$ cat src/rtl/d4_pkg.sv
package d4_pkg;
  localparam int unsigned SF_FRAMES = 12;
  localparam int unsigned FRAME_W   = 4;

  localparam logic [FRAME_W-1:0] FRAME_FIRST = 4'd0;
  localparam logic [FRAME_W-1:0] FRAME_LAST  = 4'd11;
  localparam logic [FRAME_W-1:0] FRAME_SIG_A = 4'd5;
  localparam logic [FRAME_W-1:0] FRAME_SIG_B = 4'd11;

  // bit k = k-th alignment bit of the superframe
  localparam logic [5:0] FS_SEQ = 6'b011100;

  // fidx is 0-based; even index = odd frame number = terminal-framing bit
  function automatic logic exp_sbit(input logic [FRAME_W-1:0] fidx);
    logic [FRAME_W-2:0] k;
    k = fidx[FRAME_W-1:1];
    if (!fidx[0]) return ~k[0];
    return FS_SEQ[k];
  endfunction
endpackage

$ cat src/rtl/d4_frame_counter.sv
module d4_frame_counter
  import d4_pkg::*;
#(
  parameter int unsigned FRAME_BITS = 193,
  localparam int unsigned BIT_W = $clog2(FRAME_BITS)
) (
  input  logic               clk_i,
  input  logic               rst_ni,
  input  logic               restart_i,
  output logic [BIT_W-1:0]   bit_o,
  output logic [FRAME_W-1:0] frame_o
);
  localparam logic [BIT_W-1:0] LAST_BIT = BIT_W'(FRAME_BITS - 1);

  logic [BIT_W-1:0]   bit_q;
  logic [FRAME_W-1:0] frame_q;

  assign bit_o   = restart_i ? '0 : bit_q;
  assign frame_o = restart_i ? FRAME_FIRST : frame_q;

  always_ff @(posedge clk_i or negedge rst_ni) begin
    if (!rst_ni) begin
      bit_q   <= '0;
      frame_q <= FRAME_FIRST;
    end else if (bit_o == LAST_BIT) begin
      bit_q   <= '0;
      frame_q <= (frame_o == FRAME_LAST) ? FRAME_FIRST : frame_o + 1'b1;
    end else begin
      bit_q   <= bit_o + 1'b1;
      frame_q <= frame_o;
    end
  end
endmodule

$ cat src/rtl/d4_rob_insert.sv
module d4_rob_insert
  import d4_pkg::*;
#(
  parameter int unsigned CH_BITS = 8
) (
  input  logic [CH_BITS-1:0] word_i,
  input  logic               sig_a_i,
  input  logic               sig_b_i,
  input  logic               en_i,
  input  logic [FRAME_W-1:0] frame_i,
  output logic [CH_BITS-1:0] word_o
);
  logic lsb;

  always_comb begin
    lsb = word_i[0];
    if (en_i && frame_i == FRAME_SIG_A) lsb = sig_a_i;
    else if (en_i && frame_i == FRAME_SIG_B) lsb = sig_b_i;
  end

  assign word_o = {word_i[CH_BITS-1:1], lsb};
endmodule

$ cat src/rtl/d4_tx_path.sv
module d4_tx_path
  import d4_pkg::*;
#(
  parameter int unsigned CHANNELS = 24,
  parameter int unsigned CH_BITS  = 8,
  localparam int unsigned PAY_BITS = CHANNELS * CH_BITS
) (
  input  logic                clk_i,
  input  logic                rst_ni,
  input  logic [PAY_BITS-1:0] data_i,
  input  logic [CHANNELS-1:0] sig_a_i,
  input  logic [CHANNELS-1:0] sig_b_i,
  input  logic [CHANNELS-1:0] rob_en_i,
  output logic                bit_o,
  output logic                load_o,
  output logic [FRAME_W-1:0]  frame_o
);
  localparam int unsigned FRAME_BITS = PAY_BITS + 1;
  localparam int unsigned BIT_W = $clog2(FRAME_BITS);

  logic [BIT_W-1:0]    pos;
  logic [FRAME_W-1:0]  fidx;
  logic [PAY_BITS-1:0] pay_ld;
  logic [PAY_BITS-1:0] pay_q;

  d4_frame_counter #(.FRAME_BITS(FRAME_BITS)) u_cnt (
    .clk_i    (clk_i),
    .rst_ni   (rst_ni),
    .restart_i(1'b0),
    .bit_o    (pos),
    .frame_o  (fidx)
  );

  assign load_o = (pos == '0);

  // channel 0 lands in the top byte so it leaves first
  for (genvar c = 0; c < CHANNELS; c++) begin : g_ch
    d4_rob_insert #(.CH_BITS(CH_BITS)) u_rob (
      .word_i (data_i[c*CH_BITS +: CH_BITS]),
      .sig_a_i(sig_a_i[c]),
      .sig_b_i(sig_b_i[c]),
      .en_i   (rob_en_i[c]),
      .frame_i(fidx),
      .word_o (pay_ld[PAY_BITS-1-c*CH_BITS -: CH_BITS])
    );
  end

  always_ff @(posedge clk_i or negedge rst_ni) begin
    if (!rst_ni)     pay_q <= '0;
    else if (load_o) pay_q <= pay_ld;
    else             pay_q <= {pay_q[PAY_BITS-2:0], 1'b0};
  end

  assign bit_o   = load_o ? exp_sbit(fidx) : pay_q[PAY_BITS-1];
  assign frame_o = fidx + 1'b1;
endmodule

$ cat src/rtl/d4_rx_path.sv
module d4_rx_path
  import d4_pkg::*;
#(
  parameter int unsigned CHANNELS = 24,
  parameter int unsigned CH_BITS  = 8
) (
  input  logic                clk_i,
  input  logic                rst_ni,
  input  logic                bit_i,
  input  logic                sync_i,
  output logic                ft_err_o,
  output logic                fs_err_o,
  output logic                sf_start_o,
  output logic [CHANNELS-1:0] sig_a_o,
  output logic [CHANNELS-1:0] sig_b_o
);
  localparam int unsigned FRAME_BITS = CHANNELS * CH_BITS + 1;
  localparam int unsigned BIT_W = $clog2(FRAME_BITS);

  logic [BIT_W-1:0]   pos;
  logic [FRAME_W-1:0] fidx;
  logic               s_cyc;
  logic               s_bad;

  d4_frame_counter #(.FRAME_BITS(FRAME_BITS)) u_cnt (
    .clk_i    (clk_i),
    .rst_ni   (rst_ni),
    .restart_i(sync_i),
    .bit_o    (pos),
    .frame_o  (fidx)
  );

  assign s_cyc = (pos == '0);
  assign s_bad = s_cyc && (bit_i != exp_sbit(fidx));

  always_ff @(posedge clk_i or negedge rst_ni) begin
    if (!rst_ni) begin
      ft_err_o   <= 1'b0;
      fs_err_o   <= 1'b0;
      sf_start_o <= 1'b0;
    end else begin
      ft_err_o   <= s_bad && !fidx[0];
      fs_err_o   <= s_bad &&  fidx[0];
      sf_start_o <= s_cyc && (fidx == FRAME_FIRST);
    end
  end

  for (genvar c = 0; c < CHANNELS; c++) begin : g_sig
    localparam logic [BIT_W-1:0] LSB_POS = BIT_W'((c + 1) * CH_BITS);
    logic a_q, b_q;
    always_ff @(posedge clk_i or negedge rst_ni) begin
      if (!rst_ni) begin
        a_q <= 1'b0;
        b_q <= 1'b0;
      end else if (pos == LSB_POS) begin
        if (fidx == FRAME_SIG_A) a_q <= bit_i;
        if (fidx == FRAME_SIG_B) b_q <= bit_i;
      end
    end
    assign sig_a_o[c] = a_q;
    assign sig_b_o[c] = b_q;
  end
endmodule

$ cat src/rtl/d4_framer.sv
module d4_framer #(
  parameter int unsigned CHANNELS = 24,
  parameter int unsigned CH_BITS  = 8
) (
  input  logic                         clk_i,
  input  logic                         rst_ni,
  input  logic [CHANNELS*CH_BITS-1:0]  tx_data_i,
  input  logic [CHANNELS-1:0]          tx_sig_a_i,
  input  logic [CHANNELS-1:0]          tx_sig_b_i,
  input  logic [CHANNELS-1:0]          tx_rob_en_i,
  output logic                         tx_bit_o,
  output logic                         tx_load_o,
  output logic [3:0]                   tx_frame_o,
  input  logic                         rx_bit_i,
  input  logic                         rx_sf_sync_i,
  output logic                         rx_ft_err_o,
  output logic                         rx_fs_err_o,
  output logic                         rx_sf_start_o,
  output logic [CHANNELS-1:0]          rx_sig_a_o,
  output logic [CHANNELS-1:0]          rx_sig_b_o
);
  d4_tx_path #(.CHANNELS(CHANNELS), .CH_BITS(CH_BITS)) u_tx (
    .clk_i   (clk_i),
    .rst_ni  (rst_ni),
    .data_i  (tx_data_i),
    .sig_a_i (tx_sig_a_i),
    .sig_b_i (tx_sig_b_i),
    .rob_en_i(tx_rob_en_i),
    .bit_o   (tx_bit_o),
    .load_o  (tx_load_o),
    .frame_o (tx_frame_o)
  );

  d4_rx_path #(.CHANNELS(CHANNELS), .CH_BITS(CH_BITS)) u_rx (
    .clk_i     (clk_i),
    .rst_ni    (rst_ni),
    .bit_i     (rx_bit_i),
    .sync_i    (rx_sf_sync_i),
    .ft_err_o  (rx_ft_err_o),
    .fs_err_o  (rx_fs_err_o),
    .sf_start_o(rx_sf_start_o),
    .sig_a_o   (rx_sig_a_o),
    .sig_b_o   (rx_sig_b_o)
  );
endmodule

$ cat config.mk
export PLATFORM = sky130hd
export DESIGN_NAME = d4_framer
export DESIGN_NICKNAME = d
export VERILOG_FILES = /design/src/rtl/d4_pkg.sv /design/src/rtl/d4_frame_counter.sv /design/src/rtl/d4_rob_insert.sv /design/src/rtl/d4_tx_path.sv /design/src/rtl/d4_rx_path.sv /design/src/rtl/d4_framer.sv
export SDC_FILE = /design/constraint.sdc
export NUM_CORES = 1
export LEC_CHECK = 0
export ABC_AREA = 1
export BUFFER_PORTS_ARGS = -buffer_cell sky130_fd_sc_hd__buf_2
export CORE_MARGIN = 10
export CORE_UTILIZATION = 30
export CTS_CLUSTER_SIZE = 14
export DETAILED_ROUTE_END_ITERATION = 10
export SYNTH_ARGS = -nofsm -noshare
export SYNTH_HDL_FRONTEND = slang
export SYNTH_HIERARCHICAL = 1
export SYNTH_SLANG_ARGS = --single-unit
$ cat constraint.sdc
create_clock -name clk_i -period 5.35 [get_ports clk_i]
set_input_delay 0.535 -clock clk_i [delete_from_list [all_inputs] [get_ports clk_i]]
set_output_delay 0.535 -clock clk_i [all_outputs]
set_load 0.005 [all_outputs]
## Yosys cells after proc, flatten, opt, wreduce, memory -nomap -nowiden

Memory sizes are Yosys's and may differ from the RTL's.
Index checks and enable logic that the tools add are counted.
W data, S select, Z words.

| operators by class | value |
|---|---|
| add/sub/neg operators | 4 |
| magnitude comparators | 2 |
| equal/unequal tests | 30 |
| muxes and demuxes | 61 |
| bitwise gates (word level) | 2 |
| reductions and logical operators | 104 |

Operator list:

| cell | count |
|---|---|
| $mux W192 | 1 |
| $reduce_and A2 Y1 | 48 |
| $eq A8 B8 Y1 const B | 10 |
| $eq A8 B7 Y1 const B | 8 |
| $mux W1 | 53 |
| $logic_and A1 B1 Y1 | 52 |
| $eq A8 B6 Y1 const B | 4 |
| $mux W8 | 3 |
| $add A8 B1 Y8 const B | 2 |
| $eq A8 B5 Y1 const B | 2 |
| $logic_not A8 Y1 | 2 |
| $mux W4 | 4 |
| $add A4 B1 Y4 const B | 2 |
| $eq A4 B3 Y1 const B | 2 |
| $eq A4 B4 Y1 const B | 2 |
| $eq A8 B4 Y1 const B | 1 |
| $lt A3 B4 Y1 const B | 2 |
| $logic_not A4 Y1 | 1 |
| $not A1 Y1 | 2 |
| $logic_not A1 Y1 | 1 |
| $ne A1 B1 Y1 | 1 |

| storage, ports and cells | value |
|---|---|
| register bits after elaboration | 267 |
| ROM bits | 16 |
| input port bits | 268 |
| output and inout bits | 57 |
| word-level logic and storage cells | 261 |
| memories kept | 2 |

Memories:

| memory | words | width | read ports | clocked after memory_dff | write ports | RTL line | RTL |
|---|---|---|---|---|---|---|---|
| (name not given) | 8 | 1 | 1 | 0 | 0 | d4_pkg.sv:18 | `return FS_SEQ[k];` |
| (name not given) | 8 | 1 | 1 | 0 | 0 | d4_pkg.sv:18 |  |

## Logic depth before layout (Yosys ltp)

| depth | value |
|---|---|
| word-level depth | 7 |
| mapped depth | 13 |

## Modules after synthesis

Netlist, hierarchy kept.

Modules (own cells, without submodules):

| module | times used | cells an instance | area an instance (sq um) | sequential area each (sq um) |
|---|---|---|---|---|
| d4_tx_path | 1 | 852 | 7693.6 | 4804.6 |
| d4_rob_insert | 24 | 26 | 145.1 | 0.0 |
| d4_rx_path | 1 | 416 | 3021.6 | 1276.2 |
| d4_frame_counter at u_tx.u_cnt | 1 | 102 | 822.0 | 300.3 |
| d4_frame_counter at u_rx.u_cnt | 1 | 113 | 763.2 | 300.3 |

## Worst setup path after synthesis

OpenSTA, ideal clock, no wires.

| timing path | value |
|---|---|
| kind | flip-flop to output port |
| start point | register u_tx.u_cnt.frame_q[1] |
| end point | output port tx_frame_o[2] |
| data arrival time | 4.100 ns |
| data required time | 4.815 ns |
| setup slack | 0.715 ns |
| stages on the path, launching flop included | 5 |
| buffers on the path | 0 |
| cells stage by stage | dfrtp_1 -> inv_1 -> nor2_1 -> ha_1 -> xor2_1 |

| between the ends | value |
|---|---|
| word-level cells in the longest chain between the ends | 1 |

RTL lines:

| item | RTL line | RTL |
|---|---|---|
| start, declared | d4_frame_counter.sv:16 | `logic [FRAME_W-1:0] frame_q;` |
| start signal, assigned | d4_frame_counter.sv:27 | `frame_q <= (frame_o == FRAME_LAST) ? FRAME_FIRST : frame_o + 1'b1;` |
| start signal, assigned | d4_frame_counter.sv:30 | `frame_q <= frame_o;` |
| $add A4 B1 Y4 | d4_tx_path.sv:55 | `assign frame_o = fidx + 1'b1;` |
| end, declared | d4_framer.sv:13 | `output logic [3:0] tx_frame_o,` |

No other way between the ends.

## Final worst setup path

| timing path | value |
|---|---|
| start point | register u_tx.u_cnt.frame_q[0] |
| end point | output port tx_frame_o[2] |

The elaborated chain is that of the path after synthesis.

==> qor.csv <==
metric,value,unit
Max VDD drop,0.214,mV
leakage,8.88,nW
clk_lat worst skew,0.57,ns
maxcap violations,0,
largest net degree at the start of global routing,130,
number of global-route vias before repair,13100,
Slew Limit Fails,0,
die height,249,µm
first-pass GRT wire length,68.8,mm
hpwl dp,29.8,mm
"Avg Cell Area, Syn",7.49,µm²
initial antenna violation count,5,
"area leader, netlist",dfrtp_1,
Pre-Repair DR Iteration Count,5,
routed via count,13000,
TritonCTS clock tree,built,
pre-CTS setup slack,2.51,ns
critical path peak fanout,41,
number of instances in the placed design,2804,
CTS-repair resized insts,0,
GRT overflow,0,
port buffer count,324,
#FFs+latches synth,267,
hold buffer count at CTS,0,
die area,62200,µm²
Die W,249,µm
Final Non-Filler Cells,2862,
Syn Inst Count,2107,
WP data arrival,2.76,ns
Crit Path Class,reg2out,
GRT Total Usage,13.0,%
"Hold Vio Cnt, Final",0,
share of layout cells above drive strength 1,21.9,%
Root Driver,clkbuf_16,
setup TNS,0,ns
total core area,52300,µm²
Synth area leaders,"dfrtp_1 42%, nand2_1 15%, buf_4 12%, nand3_1 6.6%, o21ai_0 6.2%",
Post-DRT Antenna Nets,0,
Cell Pwr Density,313,nW/µm²
Top Ports,325,
H-tree levels,1,
"Worst Setup Slack, final",2.05,ns
Layout area overhead,8.73,%
"Net Count, Synth",2380,
1st-iter DRT viols,876,
worst slew pin tran,0.997,ns
required time worst endpoint,4.82,ns
sequential element share of the synthesized area,42.3,%
Async SR Flop Fraction,100,%
Setup Viol. Count Final,0,
status,"complete, no violations",
Total Power,5.38,mW
Final #Nets,2422,
Vias/cell,4.54,
mapped cell area,15800,µm²
CTS buffer count,31,
achievable frequency,0.303,GHz
critical path startpoint category,flop,
DR WL/cell,14.8,µm
detailed-route DRC error count,0,
Core Rows,84,
kind of end point of the critical path,output pin,
post-route minimum period,3.30,ns
skew final,0.0118,ns
RSZ-0062 raised after global routing,false,
Synth Warn #,6,
final wirelength,42.3,mm
share of Yosys cell area claimed by the top area cell type,42.3,%
clock buffer depth,3,
slew margin rel.,33.5,%
number of setup buffers added after CTS,0,
Post-synth EDFFs,0,
Final GP Congestion,0.827,
Initial Utilization,30.2,%
min-delay worst type,in2async,
Netlist cell types,34,
Worst-path clk slew,0.06,ns
fin crit share,61.7,%
"Top FF cell, synth",dfrtp_1,
clk sinks,267,
-- Yosys cell counts, drive strengths merged (3+ instances only) --
library cell    n
nor3            4
nand3         213
nand4          33
o21bai         25
a21oi           5
nor2          184
inv           183
dfrtp         267
xor2            3
o21ai         203
nand2         651
clkbuf         43
ha              5
buf           285
-- final timing paths --
path,cells past startpoint,slack (ns),startpoint,end
max reg2reg,8,2.55,u_tx/u_cnt/bit_q[3],u_tx/pay_q[159]
min reg2reg,2,0.46,u_rx/g_sig[23].a_q,u_rx/g_sig[23].a_q
max,6,2.05,u_tx/u_cnt/frame_q[0],tx_frame_o[2]
max in group asynchronous,2,3.93,rst_ni,u_rx/sf_start_o
min,1,0.07,rst_ni,u_tx/pay_q[14]
min in group clk_i,3,0.16,tx_data_i[115],u_tx/pay_q[75]
-- placed cells by master (no fill, tap or decap), drive strengths merged --
master  count
a21oi       5
xor2        3
o21bai     25
nor3b       1
buf       337
ha          5
conb        1
diode       1
nand4      33
clkbuf     43
xnor2       1
nand2     651
dfrtp     267
nor2      184
nand3     213
nor3        4
o21ai     203
clkinv      8
bufinv      4
inv       185
-- final cells by class --
type | instances | area (µm²)
diodes | 1 | 2.50
clock buffers | 43 | 881
flip-flops and latches | 267 | 6680
inverters | 183 | 692
multi-input cells | 1329 | 6110
clock inverters | 14 | 181
well taps | 688 | 861
fillers | 5582 | 35200
repair buffers | 337 | 1750
-- cell families (layout without fill, tap and decap cells) --
logic type      count (synthesis)  after routing  share of synthesized area (%)
compound gates                233            233                           8.40
buf+inv                       511            577                           19.2
xor+xnor                        4              4                          0.222
simple gates                 1086           1086                           29.4
fa+ha+maj                       5              5                          0.396
flops                         267            267                           42.3
other cells                     1              2                         0.0238
-- critical path, cell delays in order (launching register included) --
cell and delay [ns]:
dfrtp_1 0.36, inv_1 0.09, nor2_4 0.70, buf_4 0.52
ha_1 0.24, xor2_1 0.14, buf_2 0.14
-- sequential cells by signal, summed over array words and instances (netlist names) --
register	count
u_tx/pay_q	192
u_rx/ft_err_o	1
u_rx/u_cnt/frame_q	4
u_rx/fs_err_o	1
u_rx/sf_start_o	1
u_tx/u_cnt/bit_q	8
u_rx/g_sig.b_q	24
u_tx/u_cnt/frame_q	4
u_rx/u_cnt/bit_q	8
u_rx/g_sig.a_q	24
-- report_power, final --
part	switching (mW)	internal (mW)	total (mW)
Combinational	0.502	0.257	0.759
Sequential	0.0811	2.32	2.41
Clock	0.877	1.34	2.21
-- stage by stage --
| step | cell area (µm²) | utilization (%) | hold slack (ns) |
|---|---|---|---|
| detailed placement | 16100 | 30.8 | 0.452 |
| CTS | 17200 | 32.8 | 0.0979 |
| global route | 17200 | 32.8 | 0.129 |
| global placement | 16100 | 30.8 | 0.447 |
| finish | 17200 | 32.8 | 0.0651 |
| floorplan | 15800 | - | 0.239 |
-- layer usage --
metal  vias up  global-route usage, %  part of all wire (%)
li1       6484                      -                     -
met1      6105                   17.0                    46
met2       347                   21.1                    46
met3        64                   3.31                   6.2
met4         6                   3.45                   2.1
met5         -                      0                 0.095
Note: power is estimated with default switching activity, not from simulation.
